## src/rtl/nic_cfg_pkg.sv

```systemverilog
package nic_cfg_pkg;
    localparam int CFG_DW       = 32;
    localparam int CFG_BE_W     = CFG_DW / 8;
    // dword indices; positions fixed by the configuration space layout
    localparam int IDX_STATUS   = 1;
    localparam int IDX_REVCLASS = 2;
    localparam int IDX_LINESZ   = 3;
    // status bit positions decoded by software
    localparam int BIT_PERR     = 24;
    localparam int BIT_FASTB2B  = 23;
    localparam int BIT_CAPLIST  = 20;

    typedef struct packed {
        logic [7:0] line_sz;
        logic       burst_ok;
    } line_state_t;

    typedef struct packed {
        logic perr_flag;
    } perr_state_t;
endpackage

```

## src/rtl/cfg_line_size.sv

```systemverilog
module cfg_line_size
    import nic_cfg_pkg::*;
#(
    parameter int SIZE_A = 8,
    parameter int SIZE_B = 16
) (
    input  logic       clk,
    input  logic       rst_n,
    input  logic       wr_hit,
    input  logic [7:0] wr_val,
    output logic [7:0] line_sz,
    output logic       burst_ok
);
    line_state_t st_d, st_q;
    logic        legal;

    always_comb begin
        legal = (wr_val == 8'(SIZE_A)) || (wr_val == 8'(SIZE_B));
        st_d  = st_q;
        if (wr_hit) begin
            if (legal) begin
                st_d.line_sz  = wr_val;
                st_d.burst_ok = 1'b1;
            end else begin
                st_d.line_sz  = '0;
                st_d.burst_ok = 1'b0;
            end
        end
    end

    always_ff @(posedge clk) begin
        if (!rst_n) st_q <= '0;
        else        st_q <= st_d;
    end

    assign line_sz  = st_q.line_sz;
    assign burst_ok = st_q.burst_ok;
endmodule

```

## src/rtl/cfg_perr_flag.sv

```systemverilog
module cfg_perr_flag
    import nic_cfg_pkg::*;
(
    input  logic clk,
    input  logic rst_n,
    input  logic perr_seen,
    input  logic master_xfer,
    input  logic perr_resp_en,
    input  logic clr_hit,
    output logic perr_flag
);
    perr_state_t st_d, st_q;
    logic        set_cond;

    always_comb begin
        set_cond = perr_seen && master_xfer && perr_resp_en;
        st_d     = st_q;
        if (clr_hit)  st_d.perr_flag = 1'b0;
        if (set_cond) st_d.perr_flag = 1'b1;   // set has priority
    end

    always_ff @(posedge clk) begin
        if (!rst_n) st_q <= '0;
        else        st_q <= st_d;
    end

    assign perr_flag = st_q.perr_flag;
endmodule

```

## src/rtl/cfg_read_mux.sv

```systemverilog
module cfg_read_mux
    import nic_cfg_pkg::*;
#(
    parameter int         ADDR_W   = 6,
    parameter logic [7:0] REV_BASE = 8'h08,
    parameter int         OVR_W    = 3
) (
    input  logic [ADDR_W-1:0] addr,
    input  logic              rev_ovr_valid,
    input  logic [OVR_W-1:0]  rev_ovr_val,
    input  logic              pm_cap_en,
    input  logic              perr_flag,
    input  logic [7:0]        line_sz,
    output logic [CFG_DW-1:0] rdata
);
    localparam logic [23:0] CLASS_ID = 24'h020000;

    logic [7:0]        rev_eff;
    logic [CFG_DW-1:0] status_w;

    always_comb begin
        rev_eff = REV_BASE;
        if (rev_ovr_valid) rev_eff[OVR_W-1:0] = rev_ovr_val;

        status_w              = '0;
        status_w[BIT_PERR]    = perr_flag;
        status_w[BIT_FASTB2B] = 1'b1;
        status_w[BIT_CAPLIST] = pm_cap_en;

        unique case (addr)
            ADDR_W'(IDX_STATUS):   rdata = status_w;
            ADDR_W'(IDX_REVCLASS): rdata = {CLASS_ID, rev_eff};
            ADDR_W'(IDX_LINESZ):   rdata = {24'h0, line_sz};
            default:               rdata = '0;
        endcase
    end
endmodule

```

## src/rtl/nic_cfg_slice.sv

```systemverilog
module nic_cfg_slice
    import nic_cfg_pkg::*;
#(
    parameter int ADDR_W = 6
) (
    input  logic              clk,
    input  logic              rst_n,
    input  logic [ADDR_W-1:0] cfg_addr,
    input  logic              cfg_wr,
    input  logic [3:0]        cfg_be,
    input  logic [31:0]       cfg_wdata,
    output logic [31:0]       cfg_rdata,
    input  logic              rev_ovr_valid,
    input  logic [2:0]        rev_ovr_val,
    input  logic              pm_cap_en,
    input  logic              perr_seen,
    input  logic              master_xfer,
    input  logic              perr_resp_en,
    output logic [7:0]        cls_eff,
    output logic              mwi_en
);
    logic line_wr_hit;
    logic perr_clr_hit;
    logic perr_q;
    logic unused_bits;

    assign line_wr_hit  = cfg_wr && (cfg_addr == ADDR_W'(IDX_LINESZ)) && cfg_be[0];
    assign perr_clr_hit = cfg_wr && (cfg_addr == ADDR_W'(IDX_STATUS)) && cfg_be[3]
                          && cfg_wdata[BIT_PERR];
    assign unused_bits  = ^{cfg_wdata[31:25], cfg_wdata[23:8], cfg_be[2:1]};

    cfg_line_size #(.SIZE_A(8), .SIZE_B(16)) i_line (
        .clk      (clk),
        .rst_n    (rst_n),
        .wr_hit   (line_wr_hit),
        .wr_val   (cfg_wdata[7:0]),
        .line_sz  (cls_eff),
        .burst_ok (mwi_en)
    );

    cfg_perr_flag i_perr (
        .clk          (clk),
        .rst_n        (rst_n),
        .perr_seen    (perr_seen),
        .master_xfer  (master_xfer),
        .perr_resp_en (perr_resp_en),
        .clr_hit      (perr_clr_hit),
        .perr_flag    (perr_q)
    );

    cfg_read_mux #(.ADDR_W(ADDR_W), .REV_BASE(8'h08), .OVR_W(3)) i_rmux (
        .addr          (cfg_addr),
        .rev_ovr_valid (rev_ovr_valid),
        .rev_ovr_val   (rev_ovr_val),
        .pm_cap_en     (pm_cap_en),
        .perr_flag     (perr_q),
        .line_sz       (cls_eff),
        .rdata         (cfg_rdata)
    );
endmodule

```

## config.mk

```make
export PLATFORM = sky130hd
export DESIGN_NAME = nic_cfg_slice
export DESIGN_NICKNAME = d
export VERILOG_FILES = /design/src/rtl/nic_cfg_pkg.sv /design/src/rtl/cfg_line_size.sv /design/src/rtl/cfg_perr_flag.sv /design/src/rtl/cfg_read_mux.sv /design/src/rtl/nic_cfg_slice.sv
export SDC_FILE = /design/constraint.sdc
export NUM_CORES = 1
export LEC_CHECK = 0
export BUFFER_PORTS_ARGS = -buffer_cell sky130_fd_sc_hd__buf_4
export CORE_ASPECT_RATIO = 1.1
export CORE_MARGIN = 4
export CORE_UTILIZATION = 31
export DETAILED_ROUTE_END_ITERATION = 7
export PLACE_DENSITY_LB_ADDON = 0.25
export SETUP_SLACK_MARGIN = 0.05
export SYNTH_ARGS = -nofsm -noshare
export SYNTH_HDL_FRONTEND = slang
export SYNTH_SLANG_ARGS = --single-unit
```

## constraint.sdc

```tcl
create_clock -name clk -period 5.9 [get_ports clk]
set_input_delay 1.77 -clock clk [delete_from_list [all_inputs] [get_ports clk]]
set_output_delay 1.77 -clock clk [all_outputs]
set_load 0.005 [all_outputs]
```

== After elaboration in Yosys (flattened, before gate mapping) ==
Cells that the tools add are included.

* Equality and inequality tests: 5
* Mux-type cells: 5
* Reduce and logical (&&, ||, !) cells: 9

{| class="wikitable"
|+ Operators by type and width
! operator !! count
|-
| one-hot mux 26 bit (3 select lines) || 1
|-
| == test 6 x 2 -> 1 bit, second input constant || 2
|-
| two-way mux 9 bit || 1
|-
| == test 8 x 4 -> 1 bit, second input constant || 1
|-
| == test 8 x 5 -> 1 bit, second input constant || 1
|-
| logical AND 1 bit || 7
|-
| == test 6 x 1 -> 1 bit, second input constant || 1
|-
| two-way mux 3 bit || 1
|-
| two-way mux 1 bit || 2
|-
| nonzero test 2 bit || 1
|-
| logical OR 1 bit || 1
|}

* Register bits after elaboration: 10
* Bits of input ports: 53
* Output and inout bits: 41
* Logic and storage cells: 22

== Longest topological paths before layout ==
Gate-level depths: netlist of the first run.

* Depth in word-level cells: 6
* Mapped depth: 4
* Gate-level depth less buffers: 3

== By module ==
Synthesis of the first run repeated with hierarchy kept, for this count alone.

* Cell total of the unflattened synthesis: 80
* Area, all modules: 740.7 µm²

{| class="wikitable"
|+ By module, submodules not included
! module !! times used !! cells an instance !! area each (µm²) !! seq. area each (µm²)
|-
| cfg_read_mux || 1 || 44 || 341.6 || 0.0
|-
| cfg_line_size || 1 || 27 || 326.6 || 180.2
|-
| cfg_perr_flag || 1 || 4 || 37.5 || 20.0
|-
| nic_cfg_slice || 1 || 5 || 35.0 || 0.0
|}

== Worst setup path after synthesis of the first run ==
No wires, ideal clock.

* Kind: input -> output
* Start: input port cfg_addr[3]
* End: output port cfg_rdata[4]
* Arrival time: 2.727 ns
* Data required time: 4.130 ns
* Path slack: 1.403 ns
* Cell stages on the path: 3
* Buffers on the path: 0
* Cell sequence: or4_4 > nor2_1 > and2_1

* Longest elaborated chain between the ends: 2
* Elaborated cells on any way between the ends: 4
* Classes of those cells: 3 x eq/ne; 1 x mux

{| class="wikitable"
|+ RTL lines
! element !! line !! RTL
|-
| start: declaration || nic_cfg_slice.sv:8 || <nowiki>input logic [ADDR_W-1:0] cfg_addr,</nowiki>
|-
| == test 6 x 2 -> 1 bit / == test 6 x 1 -> 1 bit (equally long branches) || cfg_read_mux.sv:30 || <nowiki>unique case (addr)</nowiki>
|-
| one-hot mux 26 bit (3 select lines) (*) || cfg_read_mux.sv:30 ||
|-
| end: declaration || nic_cfg_slice.sv:12 || <nowiki>output logic [31:0] cfg_rdata,</nowiki>
|}

Every way passes the cells marked *; elsewhere a longest branch is shown, timed or not.

== Final worst setup path of the first run ==
* Start: input port cfg_addr[3]
* End: output port cfg_rdata[7]

Same word-level chain as after synthesis.

==> summary.md, run 1 <==
| Metric | Value |
|---|---|
| Die X | `51.1 µm` |
| Iteration-0 DRC Markers | `14` |
| Drt first pass iters | `4` |
| Hold-fix buffers, CTS | `0` |
| Number of placement rows | `16` |
| Filler cell count in the final layout | `187` |
| Min-Delay Path Class | `reg -> reg` |
| Final Slew Violations | `0` |
| CTS max path bufs | `2` |
| Synth async-reset ratio | `0%` |
| Latest clock arrival within the worst-skew pair | `0.26 ns` |
| Run status | `finished, final reports clean` |
| Final hold vios | `0` |
| ANT cells | `0` |
| Crit path launch type | `input port` |
| Placement Setup Slack | `1.08 ns` |
| Post-synth top cells | `buf_4, dfxtp_1, and2_1, and2_2` |
| Largest net degree at the start of global routing | `10` |
| Number of enable flip-flop cells after synthesis | `0` |
| Hold_sp | `i_perr.perr_flag` |
| Primary FF master, synth | `dfxtp_1` |
| Max_cap viols | `0` |
| Count of cell types in the netlist | `26` |
| Boundary Pins | `94` |
| H-tree depth | `1` |
| P per Cell Area | `158 nW/µm²` |
| Synthesized instance count | `76` |
| Top cell type's share of synthesized area | `31.6%` |
| Placed insts | `149` |
| Share of layout cells above drive strength 1 | `46.8%` |
| DRT antenna net count | `0` |
| Placement-stage cell area | `946 µm²` |
| First-pass GRT wire length | `2630 µm` |
| CTS sink count | `10` |
| Busiest grt layer | `met2` |
| Number of synthesized register bits | `10` |
| Gr usage total | `about an eighth` |
| Port Buffer Count | `48` |
| DR vias/cell | `~4.2` |
| RSZ-0062 raised after global routing | `false` |
| Worst-path maximum fanout | `7` |
| Placer congestion estimate | `0.667` |
| RR Startpoint | `i_line.line_sz[3]` |
| Antenna violations before repair | `0` |
| # DRC | `0` |
| Met2 Resource Use GR | `20.3%` |
| Post-CTS Setup Inserts | `0` |
| Final setup TNS | `0 ns` |
| Die footprint | `2830 µm²` |
| Seq/Total Area, Yosys | `31.6%` |
| Non-Filler Instances | `153` |
| Post-DP HPWL | `between 1000 and 1500 µm` |
| Fin nets | `180` |
| Worst-margin pin slew | `0.497 ns` |
| Met1 Resource Use GR | `12.7%` |
| Worst Path Required | `4.13 ns` |
| Starting Density | `34.1%` |
| Vias in the first global route | `between 600 and 700` |
| Most numerous cell in the Yosys netlist | `buf_4` |
| Max VDD drop | `0.0943 mV` |
| Avg Inst Size Synth | `8.35 µm²` |
| Via count | `643` |
| Clk root buf | `clkbuf_4` |
| Largest area contributor in the netlist | `dfxtp_1` |
| M3 GR Usage | `under 10%` |
| Final Instance Area | `982 µm²` |
| Final core utilization | `52.8%` |
| TritonCTS clock tree | `done` |
| Die Y | `55.4 µm` |
| FMAX | `207 MHz` |
| Worst path arrival time | `3.05 ns` |
| Static leakage | `approximately 0.49 nW` |
| Worst Setup End Kind | `primary output` |
| Core area | `approximately 1900 µm²` |
| Max_slew headroom | `66.5%` |
| Mapped Area | `634 µm²` |
| Clock Skew | `0 ns` |
| WL final | `1640 µm` |
| Crit Path Class | `in -> out` |
| CTS Buf Count | `3` |
| # setup viols final | `0` |
| Post-CTS Resized | `0` |
| Tmin final | `4.82 ns` |
| Period utilization | `between 80% and 90%` |
| Synth warn | `0` |
| CTS clock-pin slew for the worst setup and hold paths | `0.07 ns` |
| Setup ws final | `between 1 and 1.5 ns` |
| Per-cell routed wire length | `10.7 µm` |
| GRT Residual Overflow | `0` |
| Synth top area cells | `dfxtp_1, buf_4, and2_2` |
| Layout area overhead | `54.8%` |
| CP Launch Point | `cfg_addr[3]` |
-- registers in the layout (all words and copies together), names as in the netlist --
register	flops
i_line.line_sz	8
i_line.burst_ok	1
i_perr.perr_flag	1
-- layout by cell type (no fill, tap or decap), types with 2 or more instances in the layout --
cell and instances:
a21oi_1 2, buf_4 48, dfxtp_1 10, a22oi_1 2, conb_1 20, nor2_1 5
a32o_1 2, nor4_1 2, and2_1 6, clkbuf_4 3, nand2_1 5, and2_2 6
-- final timing paths --
path                            slack, ns  cells past startpoint                end
worst min-delay path                 0.47                      2   i_perr.perr_flag
worst min register to register       0.47                      2   i_perr.perr_flag
worst max register to register       5.26                      1  i_line.line_sz[3]
worst max-delay path                 1.08                      5       cfg_rdata[7]
-- per-stage QoR --
stage                     hold WS [ns]  total power (W)
after floorplan                  0.431        0.0000875
after global placement           0.449        0.0000934
after detailed placement         0.468        0.0000939
after CTS                        0.485         0.000156
after global routing             0.500         0.000163
final                            0.471         0.000155
-- final cells by class --
class | instances | area [µm²] | share of cell area [%]
repair buffers | 48 | 360 | 36.7
multi-input cells | 63 | 348 | 35.4
flip-flops and latches | 10 | 200 | 20.4
clock buffers | 4 | 36.3 | 3.69
well taps | 27 | 33.8 | 3.44
inverters | 1 | 3.75 | 0.382
-- critical path: stages --
cell and delay [ns]:
buf_4 0.11, or4_4 0.55, nor2_1 0.32, and2_1 0.19
buf_4 0.10
-- kinds of logic after synthesis --
group,Yosys count,share of synthesized area (%)
other,1,0.591
and+or+nand+nor,33,31.0
xor gates and xnor gates,1,1.38
buffers and inverters,22,24.9
AOI/OAI and AO/OA,9,10.7
DFF,10,31.6
-- power breakdown --
| part | internal [W] | switching (W) |
|---|---|---|
| sequential | 0.0000678 | 0.000000166 |
| clock | 0.0000374 | 0.0000249 |
| combinational | 0.0000142 | 0.0000103 |
| total | 0.000120 | 0.0000353 |
-- per-layer routing --
| layer | vias up | routed length (µm) |
|---|---|---|
| met5 | - | 0 |
| met4 | 0 | 0 |
| met3 | 0 | 199 |
| met2 | 38 | 861 |
| met1 | 287 | 577 |
| li1 | 318 | - |
No activity file was read; power rests on OpenSTA's default activity.
==> run 2, diff against run 1 <==
--- a/config.mk
+++ b/config.mk
@@ -8,7 +8,7 @@
 export BUFFER_PORTS_ARGS = -buffer_cell sky130_fd_sc_hd__buf_4
 export CORE_ASPECT_RATIO = 1.1
 export CORE_MARGIN = 4
-export CORE_UTILIZATION = 31
+export CORE_UTILIZATION = 29
 export DETAILED_ROUTE_END_ITERATION = 7
 export PLACE_DENSITY_LB_ADDON = 0.25
 export SETUP_SLACK_MARGIN = 0.05
==> constraint.sdc (replaced) <==
create_clock -name clk -period 4.8 [get_ports clk]
set_input_delay 1.44 -clock clk [delete_from_list [all_inputs] [get_ports clk]]
set_output_delay 1.44 -clock clk [all_outputs]
set_load 0.005 [all_outputs]
==> summary.md, run 2 (same netlist as run 1, synthesis figures left out) <==
| Metric | Value |
|---|---|
| Antenna violations before repair | `0` |
| Core area | `2040 µm²` |
| Filler cell count in the final layout | `208` |
| Starting Density | `31.1%` |
| Crit path launch type | `input port` |
| RSZ-0062 raised after global routing | `false` |
| CTS max path bufs | `2` |
| Latest clock arrival within the worst-skew pair | `about 0.26 ns` |
| Clk pwr share | `39.1%` |
| Clk root buf | `clkbuf_4` |
| Pwr Total | `0.000186 W` |
| Largest net degree at the start of global routing | `10` |
| Largest register FFs | `8` |
| Post-CTS Setup Inserts | `0` |
| Vias in the first global route | `slightly below 600` |
| First-pass GRT wire length | `between 2000 and 2500 µm` |
| Run status | `finished, final reports clean` |
| Final setup TNS | `0 ns` |
| # DRC | `0` |
| Placed insts | `150` |
| RR Startpoint | `i_line.line_sz[3]` |
| Gr usage total | `10.2%` |
| Worst Path Required | `around 3.4 ns` |
| Sw Ratio | `a little over a fifth` |
| CTS Buf Count | `3` |
| Cell Int Power | `0.000147 W` |
| TritonCTS clock tree | `done` |
| Post-DP HPWL | `approximately 1400 µm` |
| # setup viols final | `0` |
| ANT cells | `0` |
| Final hold vios | `0` |
| Non-Filler Instances | `154` |
| Post-CTS Resized | `0` |
| Max_cap viols | `0` |
| NetSw | `0.0000395 W` |
| CTS sink count | `10` |
| Clock Skew | `0 ns` |
| Worst-path maximum fanout | `7` |
| Fin nets | `180` |
| Share of layout cells above drive strength 1 | `46.8%` |
| Die footprint | `approximately 3000 µm²` |
| Worst Setup EP | `cfg_rdata[6]` |
| DR top layer | `met3` |
| WL final | `1590 µm` |
| Worst path arrival time | `2.74 ns` |
| Worst Setup End Kind | `primary output` |
| DR vias/cell | `4.12` |
| Metal1 wirelength | `620 µm` |
| Via count | `about 640` |
| P per Cell Area | `approximately 190 nW/µm²` |
| Final core utilization | `about half` |
| Met3 Routed Length | `171 µm` |
| CP Launch Point | `cfg_addr[3]` |
| Commonest non-fill, non-tap cells in the layout | `buf_4, conb_1, dfxtp_1, and2_1, and2_2` |
| Die Y | `57.1 µm` |
| Per-cell routed wire length | `just over 10 µm` |
| Drt first pass iters | `4` |
| Max VDD drop | `0.132 mV` |
| Combinational share of power | `16.0%` |
| R2R depth | `1` |
| Die X | `52.6 µm` |
| Period utilization | `87.0%` |
| R2R Setup Slk | `4.15 ns` |
| Hold Slack | `0.468 ns` |
| Boundary Pins | `94` |
| Min-Delay Path Class | `reg -> reg` |
| Final Slew Violations | `0` |
| Static leakage | `0.494 nW` |
| Iteration-0 DRC Markers | `12` |
| GRT Residual Overflow | `0` |
| Crit Path Class | `in -> out` |
| DRT antenna net count | `0` |
| Flop pwr share | `44.9%` |
| R2R Path End | `i_line.line_sz[3]` |
| FMAX | `approximately 240 MHz` |
| Port Buffer Count | `48` |
| Number of placement rows | `17` |
| Metal2 WL | `794 µm` |
| Commonest non-fill, non-tap cell in the layout | `buf_4` |
| Layout area overhead | `55.0%` |
| Placer congestion estimate | `0.628` |
| CTS clock-pin slew for the worst setup and hold paths | `~0.070 ns` |
| Tmin final | `4.18 ns` |
| H-tree depth | `1` |
| Hold-fix buffers, CTS | `0` |
[run 2: cell counts in the layout (fill, tap and decap cells not counted)]
Identical to the previous run, type by type.
[run 2: power groups by stage]
| stage | registers [W] | logic [W] | clock network [W] |
|---|---|---|---|
| final | 0.0000836 | 0.0000298 | 0.0000729 |
| after global routing | 0.0000836 | 0.0000337 | 0.0000820 |
| after CTS | 0.0000836 | 0.0000299 | 0.0000754 |
| after detailed placement | 0.0000855 | 0.0000298 | 0 |
| after global placement | 0.0000855 | 0.0000294 | 0 |
| after floorplan | 0.0000855 | 0.0000220 | 0 |
[run 2: how the worst min path moves through the flow]
stage | from | endpoint | slack [ns] | depth (start not counted)
detailed placement | i_line.burst_ok | i_line.burst_ok | 0.47 | 1
floorplan | i_perr.perr_flag | i_perr.perr_flag | 0.43 | 2
finish | i_perr.perr_flag | i_perr.perr_flag | 0.47 | 2
global route | i_perr.perr_flag | i_perr.perr_flag | 0.50 | 2
CTS | i_perr.perr_flag | i_perr.perr_flag | 0.48 | 2
global placement | i_perr.perr_flag | i_perr.perr_flag | 0.45 | 2
[run 2: stage by stage]
step,setup slack (ns),instance area [µm²]
after floorplan,0.963,706
after global placement,0.644,947
after detailed placement,0.615,947
after CTS,0.609,983
after global routing,0.498,983
final,0.624,983
[run 2: layer usage]
layer / track usage, % / vias up
met1: 12.8 / 278
met4: 2.19 / 0
met5: 0 / -
li1: - / 319
met3: 1.83 / 0
met2: 17.7 / 38
[run 2: area by class of cell]
class                      instances  area, µm²  area share [%]
tap                               28       35.0            3.56
sequential                        10        200            20.4
inverter                           1       3.75           0.382
multi-input combinational         63        348            35.4
timing repair buffer              48        360            36.6
clock buffer                       4       36.3            3.69
[run 2: worst max-delay path, stage by stage]
cell and delay (ns):
buf_4 0.11, or4_4 0.55, nor2_1 0.33, and2_1 0.19, buf_4 0.11
